$ cat config.mk
export PLATFORM = sky130hd
export DESIGN_NAME = store_vec_sched
export DESIGN_NICKNAME = d
export VERILOG_FILES = /design/src/rtl/svls_pkg.sv /design/src/rtl/svls_vec_table.sv /design/src/rtl/svls_col_map.sv /design/src/rtl/svls_ld_matrix.sv /design/src/rtl/store_vec_sched.sv
export SDC_FILE = /design/constraint.sdc
export NUM_CORES = 2
export LEC_CHECK = 0
export BUFFER_PORTS_ARGS = -buffer_cell sky130_fd_sc_hd__buf_2
export CORE_ASPECT_RATIO = 1.5
export CORE_MARGIN = 3
export CORE_UTILIZATION = 50
export DETAILED_ROUTE_END_ITERATION = 10
export PLACE_DENSITY = 0.68
export SKIP_CTS_REPAIR_TIMING = 1
export SLEW_MARGIN = 15
export SYNTH_ARGS = -nofsm -noshare
export SYNTH_HDL_FRONTEND = slang
export SYNTH_SLANG_ARGS = --single-unit
$ cat constraint.sdc
create_clock -name clk -period 4.6 [get_ports clk]
set_input_delay 0.69 -clock clk [delete_from_list [all_inputs] [get_ports clk]]
set_output_delay 0.69 -clock clk [all_outputs]
set_load 0.01 [all_outputs]
$ cat src/rtl/svls_pkg.sv
// Shared defaults for the store vector load scheduler.
// Assumes the store-queue depth is a power of two so column arithmetic wraps naturally.
package svls_pkg;
    localparam int SVLS_SQ_DEPTH    = 32;
    localparam int SVLS_LQ_DEPTH    = 16;
    localparam int SVLS_SVT_ENTRIES = 64;
    localparam int SVLS_PC_W        = 32;
    localparam int SVLS_PC_LSB      = 2;
endpackage

$ cat src/rtl/svls_vec_table.sv
// Prediction table: one store-distance vector per PC index.
// Training sets a single bit; a clear pulse zeroes the whole table and wins over training.
// Reads are combinational, so a write becomes visible to reads on the next cycle.
module svls_vec_table #(
    parameter int SQ_DEPTH = svls_pkg::SVLS_SQ_DEPTH,
    parameter int ENTRIES  = svls_pkg::SVLS_SVT_ENTRIES,
    parameter int PC_W     = svls_pkg::SVLS_PC_W,
    parameter int PC_LSB   = svls_pkg::SVLS_PC_LSB,
    localparam int SQ_IW   = $clog2(SQ_DEPTH),
    localparam int IDX_W   = $clog2(ENTRIES)
) (
    input  logic                clk,
    input  logic                rst_n,
    input  logic                clr,
    input  logic                trn_vld,
    input  logic [PC_W-1:0]     trn_pc,
    input  logic [SQ_IW-1:0]    trn_k,
    input  logic [PC_W-1:0]     rd_pc,
    output logic [SQ_DEPTH-1:0] rd_vec
);
    logic [SQ_DEPTH-1:0] tbl_q [ENTRIES];
    logic [IDX_W-1:0]    trn_idx;
    logic [IDX_W-1:0]    rd_idx;
    logic                tbl_any;

    assign trn_idx = trn_pc[PC_LSB +: IDX_W];
    assign rd_idx  = rd_pc[PC_LSB +: IDX_W];
    assign rd_vec  = tbl_q[rd_idx];

    // Purpose: clear or train the table entries.
    always_ff @(posedge clk) begin
        if (!rst_n || clr) begin
            for (int e = 0; e < ENTRIES; e++) tbl_q[e] <= '0;
        end else if (trn_vld) begin
            tbl_q[trn_idx][trn_k] <= 1'b1;
        end
    end

    // Purpose: summary of table occupancy for the checks below.
    always_comb begin
        tbl_any = 1'b0;
        for (int e = 0; e < ENTRIES; e++) tbl_any = tbl_any | (|tbl_q[e]);
    end

    AST_CLEAR_EMPTIES: assert property (@(posedge clk) disable iff (!rst_n)
        clr |=> !tbl_any);
    AST_TRAIN_SETS_BIT: assert property (@(posedge clk) disable iff (!rst_n)
        (trn_vld && !clr) |=> tbl_q[$past(trn_idx)][$past(trn_k)]);
endmodule

$ cat src/rtl/svls_col_map.sv
// Turns a relative-distance vector into absolute store-queue columns.
// Bit k (distance k+1) maps to column young-k mod depth; bits at or beyond the
// count of valid older stores are dropped. Purely combinational.
module svls_col_map #(
    parameter int SQ_DEPTH = svls_pkg::SVLS_SQ_DEPTH,
    localparam int SQ_IW   = $clog2(SQ_DEPTH),
    localparam int CNT_W   = $clog2(SQ_DEPTH + 1)
) (
    input  logic [SQ_DEPTH-1:0] rel_vec,
    input  logic [SQ_IW-1:0]    young_idx,
    input  logic [CNT_W-1:0]    older_cnt,
    output logic [SQ_DEPTH-1:0] abs_cols
);
    for (genvar c = 0; c < SQ_DEPTH; c++) begin : g_col
        localparam logic [SQ_IW-1:0] COL = SQ_IW'(c);
        logic [SQ_IW-1:0] dist_k;
        assign dist_k      = young_idx - COL;
        assign abs_cols[c] = rel_vec[dist_k] && (CNT_W'(dist_k) < older_cnt);
    end
endmodule

$ cat src/rtl/svls_ld_matrix.sv
// Load scheduling matrix: one row per load slot, one column per store-queue slot.
// A decode writes a row, with any column issuing in the same cycle masked out. A store
// issue clears its column in all rows. A free empties a row; a decode to the same slot wins.
module svls_ld_matrix #(
    parameter int SQ_DEPTH = svls_pkg::SVLS_SQ_DEPTH,
    parameter int LQ_DEPTH = svls_pkg::SVLS_LQ_DEPTH,
    localparam int SQ_IW   = $clog2(SQ_DEPTH),
    localparam int LQ_IW   = $clog2(LQ_DEPTH)
) (
    input  logic                clk,
    input  logic                rst_n,
    input  logic                wr_vld,
    input  logic [LQ_IW-1:0]    wr_slot,
    input  logic [SQ_DEPTH-1:0] wr_row,
    input  logic                st_vld,
    input  logic [SQ_IW-1:0]    st_slot,
    input  logic                fr_vld,
    input  logic [LQ_IW-1:0]    fr_slot,
    output logic [LQ_DEPTH-1:0] ready
);
    logic [SQ_DEPTH-1:0] row_q [LQ_DEPTH];
    logic [LQ_DEPTH-1:0] vld_q;
    logic [SQ_DEPTH-1:0] st_mask;
    logic [SQ_DEPTH-1:0] col_any;

    // Purpose: one-hot mask of the column being cleared this cycle.
    always_comb begin
        st_mask = '0;
        if (st_vld) st_mask[st_slot] = 1'b1;
    end

    for (genvar r = 0; r < LQ_DEPTH; r++) begin : g_row
        // Purpose: write, clear-column or free one matrix row.
        always_ff @(posedge clk) begin
            if (!rst_n) begin
                row_q[r] <= '0;
                vld_q[r] <= 1'b0;
            end else if (wr_vld && wr_slot == LQ_IW'(r)) begin
                row_q[r] <= wr_row & ~st_mask;
                vld_q[r] <= 1'b1;
            end else if (fr_vld && fr_slot == LQ_IW'(r)) begin
                row_q[r] <= '0;
                vld_q[r] <= 1'b0;
            end else begin
                row_q[r] <= row_q[r] & ~st_mask;
            end
        end
        assign ready[r] = vld_q[r] && !(|row_q[r]);
    end

    // Purpose: per-column occupancy across all rows, for the checks below.
    always_comb begin
        col_any = '0;
        for (int r = 0; r < LQ_DEPTH; r++) col_any = col_any | row_q[r];
    end

    AST_COLUMN_CLEARED: assert property (@(posedge clk) disable iff (!rst_n)
        st_vld |=> !col_any[$past(st_slot)]);
    AST_FREE_DROPS_READY: assert property (@(posedge clk) disable iff (!rst_n)
        (fr_vld && !(wr_vld && wr_slot == fr_slot)) |=> !ready[$past(fr_slot)]);
endmodule

$ cat src/rtl/store_vec_sched.sv
// Top of the store vector load scheduler: prediction table, distance-to-column
// mapping and scheduling matrix. Assumes the caller supplies, at decode, the
// youngest older store index and the count of valid older stores.
module store_vec_sched #(
    parameter int SQ_DEPTH    = svls_pkg::SVLS_SQ_DEPTH,
    parameter int LQ_DEPTH    = svls_pkg::SVLS_LQ_DEPTH,
    parameter int SVT_ENTRIES = svls_pkg::SVLS_SVT_ENTRIES,
    parameter int PC_W        = svls_pkg::SVLS_PC_W,
    parameter int PC_LSB      = svls_pkg::SVLS_PC_LSB,
    localparam int SQ_IW      = $clog2(SQ_DEPTH),
    localparam int LQ_IW      = $clog2(LQ_DEPTH),
    localparam int CNT_W      = $clog2(SQ_DEPTH + 1)
) (
    input  logic                clk,
    input  logic                rst_n,
    input  logic                dec_vld,
    input  logic [PC_W-1:0]     dec_pc,
    input  logic [LQ_IW-1:0]    dec_slot,
    input  logic [SQ_IW-1:0]    dec_young_idx,
    input  logic [CNT_W-1:0]    dec_older_cnt,
    input  logic                st_vld,
    input  logic [SQ_IW-1:0]    st_slot,
    input  logic                viol_vld,
    input  logic [PC_W-1:0]     viol_pc,
    input  logic [SQ_IW-1:0]    viol_dist,
    input  logic                ld_done,
    input  logic [LQ_IW-1:0]    ld_done_slot,
    input  logic                tbl_clear,
    output logic [LQ_DEPTH-1:0] ld_ready
);
    logic [SQ_DEPTH-1:0] pred_vec;
    logic [SQ_DEPTH-1:0] mapped_row;

    svls_vec_table #(
        .SQ_DEPTH(SQ_DEPTH), .ENTRIES(SVT_ENTRIES), .PC_W(PC_W), .PC_LSB(PC_LSB)
    ) table_i (
        .clk(clk), .rst_n(rst_n), .clr(tbl_clear),
        .trn_vld(viol_vld), .trn_pc(viol_pc), .trn_k(viol_dist),
        .rd_pc(dec_pc), .rd_vec(pred_vec)
    );

    svls_col_map #(.SQ_DEPTH(SQ_DEPTH)) map_i (
        .rel_vec(pred_vec), .young_idx(dec_young_idx),
        .older_cnt(dec_older_cnt), .abs_cols(mapped_row)
    );

    svls_ld_matrix #(.SQ_DEPTH(SQ_DEPTH), .LQ_DEPTH(LQ_DEPTH)) matrix_i (
        .clk(clk), .rst_n(rst_n),
        .wr_vld(dec_vld), .wr_slot(dec_slot), .wr_row(mapped_row),
        .st_vld(st_vld), .st_slot(st_slot),
        .fr_vld(ld_done), .fr_slot(ld_done_slot),
        .ready(ld_ready)
    );

    AST_DROP_PAST_OLDEST: assert property (@(posedge clk) disable iff (!rst_n)
        dec_vld |-> ($countones(mapped_row) <= int'(dec_older_cnt)));
    AST_DECODE_SETS_READY: assert property (@(posedge clk) disable iff (!rst_n)
        (dec_vld && (mapped_row & ~({{(SQ_DEPTH-1){1'b0}}, st_vld} << st_slot)) == '0)
        |=> ld_ready[$past(dec_slot)]);
endmodule

# Word-level counts from Yosys, hierarchy flattened
# Memory sizes are Yosys's and may differ from the RTL's.
# Index checks and enable logic that the tools add are counted.
# op_classes
n_addsub,31
n_lt_le_gt_ge,68
n_eq_ne,30
mux,334
bitwise,66
n_reduce_logical,135
# ops
cell,n
2-to-1 mux 32 bit,52
AND 32 bit,17
OR reduction 32 bit,17
2-to-1 mux 1 bit,247
"< comparator 5 x 6 -> 1 bit, second input constant",34
< comparator 5 x 6 -> 1 bit,32
binary-select mux 1 bit (select 5 bit),32
logical AND 1 bit,82
"subtractor 5 bit, second input constant",16
"equality test 4 bit, second input constant",16
bitwise OR 1 bit,48
"subtractor 5 x 4 -> 5 bit, second input constant",8
"equality test 4 x 3 -> 1 bit, second input constant",8
NOT 32 bit,1
nonzero test 2 bit,16
"subtractor 5 x 3 -> 5 bit, second input constant",4
logical NOT 1 bit,17
"equality test 4 x 2 -> 1 bit, second input constant",4
demux 1 bit (select 5 bit),2
">= comparator 5 x 1 -> 1 bit, second input constant",2
"subtractor 5 x 2 -> 5 bit, second input constant",2
"equality test 4 x 1 -> 1 bit, second input constant",2
logical NOT 4 bit,2
2-to-1 mux 6 bit,1
2 further kinds,2
# word_totals
reg_bits,16
ram_bits,2560
input_bits,100
output_inout_bits,16
wordCells,682
memories,2
# mem_list
memory,words,width,read_ports,rd_clocked_by_memory_dff,wr,line,rtl
table_i.tbl_q,64,32,1,0,64,svls_vec_table.sv:21,logic [SQ_DEPTH-1:0] tbl_q [ENTRIES];
matrix_i.row_q,16,32,16,0,16,svls_ld_matrix.sv:21,logic [SQ_DEPTH-1:0] row_q [LQ_DEPTH];

# Logic depth before layout (Yosys ltp)
# logic_depth
ltp_word,10
depth_mapped,20
ltp_nobuf,13

# Hierarchy
# A second synthesis with hierarchy kept.
# unflattened
hier_cells,10960
hier_area_um2,115960.0
# by_module_without_submodules
module,n_inst,cells_each,area_per_inst_um2,seq_area_each_um2
svls_vec_table,1,6992,78640.4,40999.3
svls_ld_matrix,1,3483,33045.4,15695.1
svls_col_map,1,485,4274.1,0.0

# Worst setup path after synthesis
# No wires, ideal clock.
# synth_path
path_kind,input-to-reg
from,input dec_young_idx[0]
to,memory matrix_i.row_q[0][53] (netlist bit) (data pin)
setup_time_ns,0.264
arrival_time_ns,4.542
required_ns,4.336
slack_ns,-0.206
stages,20
path_buffers,7
cell_sequence,clkbuf_1 inv_1 clkbuf_1 clkbuf_1 buf_1 ha_1 xor2_1 inv_1 clkbuf_1 clkbuf_1 ha_1 o21ai_0 nand2b_1 a21o_1 a21oi_1 o21ai_0 nor2_1 a22oi_2 buf_2 o21ai_1
# synth_lines
item,line,rtl
"start, declared",store_vec_sched.sv:19,"input logic [SQ_IW-1:0] dec_young_idx,"
"end, declared",svls_ld_matrix.sv:21,

==> metrics <==
drt via density 6.51; Nets approximately 11000; initial core utilization approximately half; Sink Count between 2000 and 3000; Die Y-Extent 582 um; area of the core 0.219 sq mm; CTS tree yes; Mapped Avg Cell Area 10.3 sq um; outcome finished, final reports clean; largest net degree at the start of global routing ~240; CTS clock-pin slew for the worst setup and hold paths approximately 60 ps; clock root buffer clkbuf_16; Crit. End Element register; final WL ~410000 um; Hold Vio Cnt, Final 0; clock skew 83.3 ps; Yosys reg bits about 2600; fillcell total 18223; GPL Wtd Cong 1.02; Cell Area, Synth ~0.11 sq mm; final setup violation count 0; CTS Buf Count 238; Crit Path Category primary input to register; Seq/Total Area, Yosys 51.3%; DIE AREA 0.227 sq mm; Max Clk Rate 219 MHz; Crit path largest cell delay around 540 ps; Slew Limit Fails 0; antenna violation net count after detailed routing 0; area grow syn2layout 15.8%; crit path time final approximately 4600 ps; CTS Buffer Depth 4; Tot Pwr 49.9 mW; grt peak-use layer met2; Post-synth EDFFs 512; input/output buffers 63; Worst-Margin Slew between 1000 and 1500 ps; Total GRT Usage 35.0%; placed instance area 0.120 sq mm; dpl ws -857 ps; Power Density 390 mW/mm^2; Rel. slew slack approximately 15%; post-synth cell types 107; vias 93095; Critical Path AT roughly 5200 ps; IO Count roughly 120; Req. time, crit path 5220 ps; most frequent CP cell buf_12; clk_lat worst skew 950 ps; First-pass DRT Iterations 9; asr flop ratio synth 0%; Die Wd 390 um; initial antenna violation count 19; hpwl dp 281000 um; Static Leakage 48.2 nW; Finished Layout Cells roughly 14000; crit-path cells buf_8, buf_12, buf_12, buf_4, mux4_2, mux2i_1, o22ai_1, nor4_1, buf_4, or2_1, buf_12, mux2i_1, o22a_1, a32oi_1, buf_4, o22ai_2, buf_12, a32o_1; Rows between 200 and 250; Critical Path Start Type primary input; vias in the first global route about 90000; Crit-path slowest cell nor4_1; ys flop type dfxtp_1; worst setup margin 37.0 ps; # DRC 0; H-tree depth 4; met2 usage 57.2%; Finished Core Util 58.4%; global-route wire length before repair between 500000 and 600000 um; max-cap violations 0; final worst-path cycle share 99.2%; Syn. warnings 0; Top delay family on crit path buffers and inverters; Max VDD drop 327 uV; crit path max fanout 17; RSZ-0062 raised after global routing false; detailed router's first-iteration violation count 9922; grt ovf 0; share of layout cells above drive strength 1 14.2%; Hold Crit Class primary input to register; Post-Synthesis Cells 10678; Design Area, Final ~0.13 sq mm; M3 GR Usage under 10%; DP Cell Count 13859; met1 Resource Use GR 37.5%; Buf/Inv on CP 8; wire per inst 28.7 um
## path summary, 6_finish.rpt
| check | startpoint | end | slack [ps] | cells past startpoint |
|---|---|---|---|---|
| max | dec_pc[4] | matrix_i.row_q[7][3]$_DFFE_PP_ | 40 | 18 |
| min | tbl_clear | table_i.tbl_q[54][17]$_DFF_P_ | 300 | 3 |
| max reg2reg | table_i.tbl_q[18][13]$_DFF_P_ | matrix_i.row_q[7][58]$_DFFE_PP_ | 40 | 15 |
| min reg2reg | table_i.tbl_q[56][7]$_DFF_P_ | table_i.tbl_q[56][7]$_DFF_P_ | 450 | 2 |
## power breakdown
group / switching, mW / internal (mW)
clock network: 8.85 / 12.0
logic: 3.61 / 1.82
registers: 0.165 / 23.4
total: 12.6 / 37.2
## worst reg2reg max path, cell delays in order (launching register included)
cell and delay (ps):
dfxtp_1 330, mux4_2 460, mux2i_1 360, o22ai_1 160, a2111oi_1 840, buf_4 310
a21oi_1 90, buf_12 170, buf_4 150, o21ai_1 270, a22oi_1 170, a32oi_1 250
buf_4 160, o32ai_2 90, buf_12 190, a32o_1 260
## final cells by class
class	count	area, sq um	share of cell area, %
sequential	2576	56700	44.3
multi-input combinational	7491	51000	39.9
timing repair buffer	869	8100	6.33
clock buffer	336	6900	5.40
tap	2862	3580	2.80
clock inverter	91	1250	0.980
inverter	61	229	0.179
antenna	18	45.0	0.0352
## per-stage QoR
stage	hold WS [ps]	setup TNS, ps
floorplan	418	0
global placement	428	-354030
detailed placement	439	-358870
CTS	259	-24.5
global route	278	0
finish	303	0
## state kept, by name, indices dropped and copies added, names as in the netlist
register	count
table_i.tbl_q	2048
matrix_i.row_q	512
matrix_i.vld_q	16
## cell usage in the layout, fill, tap and decap left out, drive strengths merged, types with 67 or more instances in the layout
cell type	netlist	final
a21oi	121	121
a22o	1031	1031
a22oi	306	306
a32o	258	258
buf	205	869
clkbuf	856	336
conb	1	512
dfxtp	2064	2064
edfxtp	512	512
ha	72	72
mux2i	684	684
mux4	199	199
nand2	1379	1379
nand3	443	443
nand4	67	67
nor2	224	224
nor3	78	78
nor4	137	137
o21ai	1280	1280
o31ai	77	77
## per-layer routing
| layer | vias up | part of all wire [%] |
|---|---|---|
| met5 | - | 0.011 |
| met4 | 6 | 11 |
| met3 | 1690 | 8.2 |
| met2 | 4814 | 46 |
| met1 | 45786 | 34 |
| li1 | 40799 | - |
## logic make-up (layout without fill, tap and decap cells)
family / after synthesis / count (layout) / synth area share, %
buffers and inverters: 1122 / 1357 / 4.49
and+or+nand+nor: 2568 / 2568 / 10.5
DFF: 2576 / 2576 / 51.3
muxes: 914 / 914 / 10.6
AOI/OAI and AO/OA: 3402 / 3402 / 22.0
xor gates and xnor gates: 23 / 23 / 0.182
adders and majority gates: 72 / 72 / 0.816
other: 1 / 530 / 0.00340
## cell usage after synthesis (all sizes together), types with 14 or more instances
master,number,share of area (%)
a22oi,306,2.1
o21a,22,0.15
o2111ai,20,0.16
nand2,1379,4.7
mux2i,684,6.2
nand4,67,0.39
buf,205,1.4
o211ai,32,0.22
o21ai,1280,5.8
nor2,224,0.76
a211oi,20,0.14
o32ai,14,0.14
mux2,31,0.32
nand2b,16,0.091
nand3,443,2.0
ha,72,0.82
a32oi,14,0.13
nor2b,29,0.16
or3,25,0.14
edfxtp,512,14
a221oi,19,0.15
nor3,78,0.35
a21o,28,0.19
o22ai,41,0.31
mux4,199,4.1
or4,30,0.20
and2,22,0.12
clkbuf,856,2.9
and3,42,0.24
a31oi,36,0.24
dfxtp,2064,37
a32o,258,2.3
o31ai,77,0.52
a21oi,121,0.55
or2,14,0.079
a22o,1031,8.2
xnor2,19,0.15
inv,57,0.19
nor4,137,0.81
(Power assumes the default switching activity.)
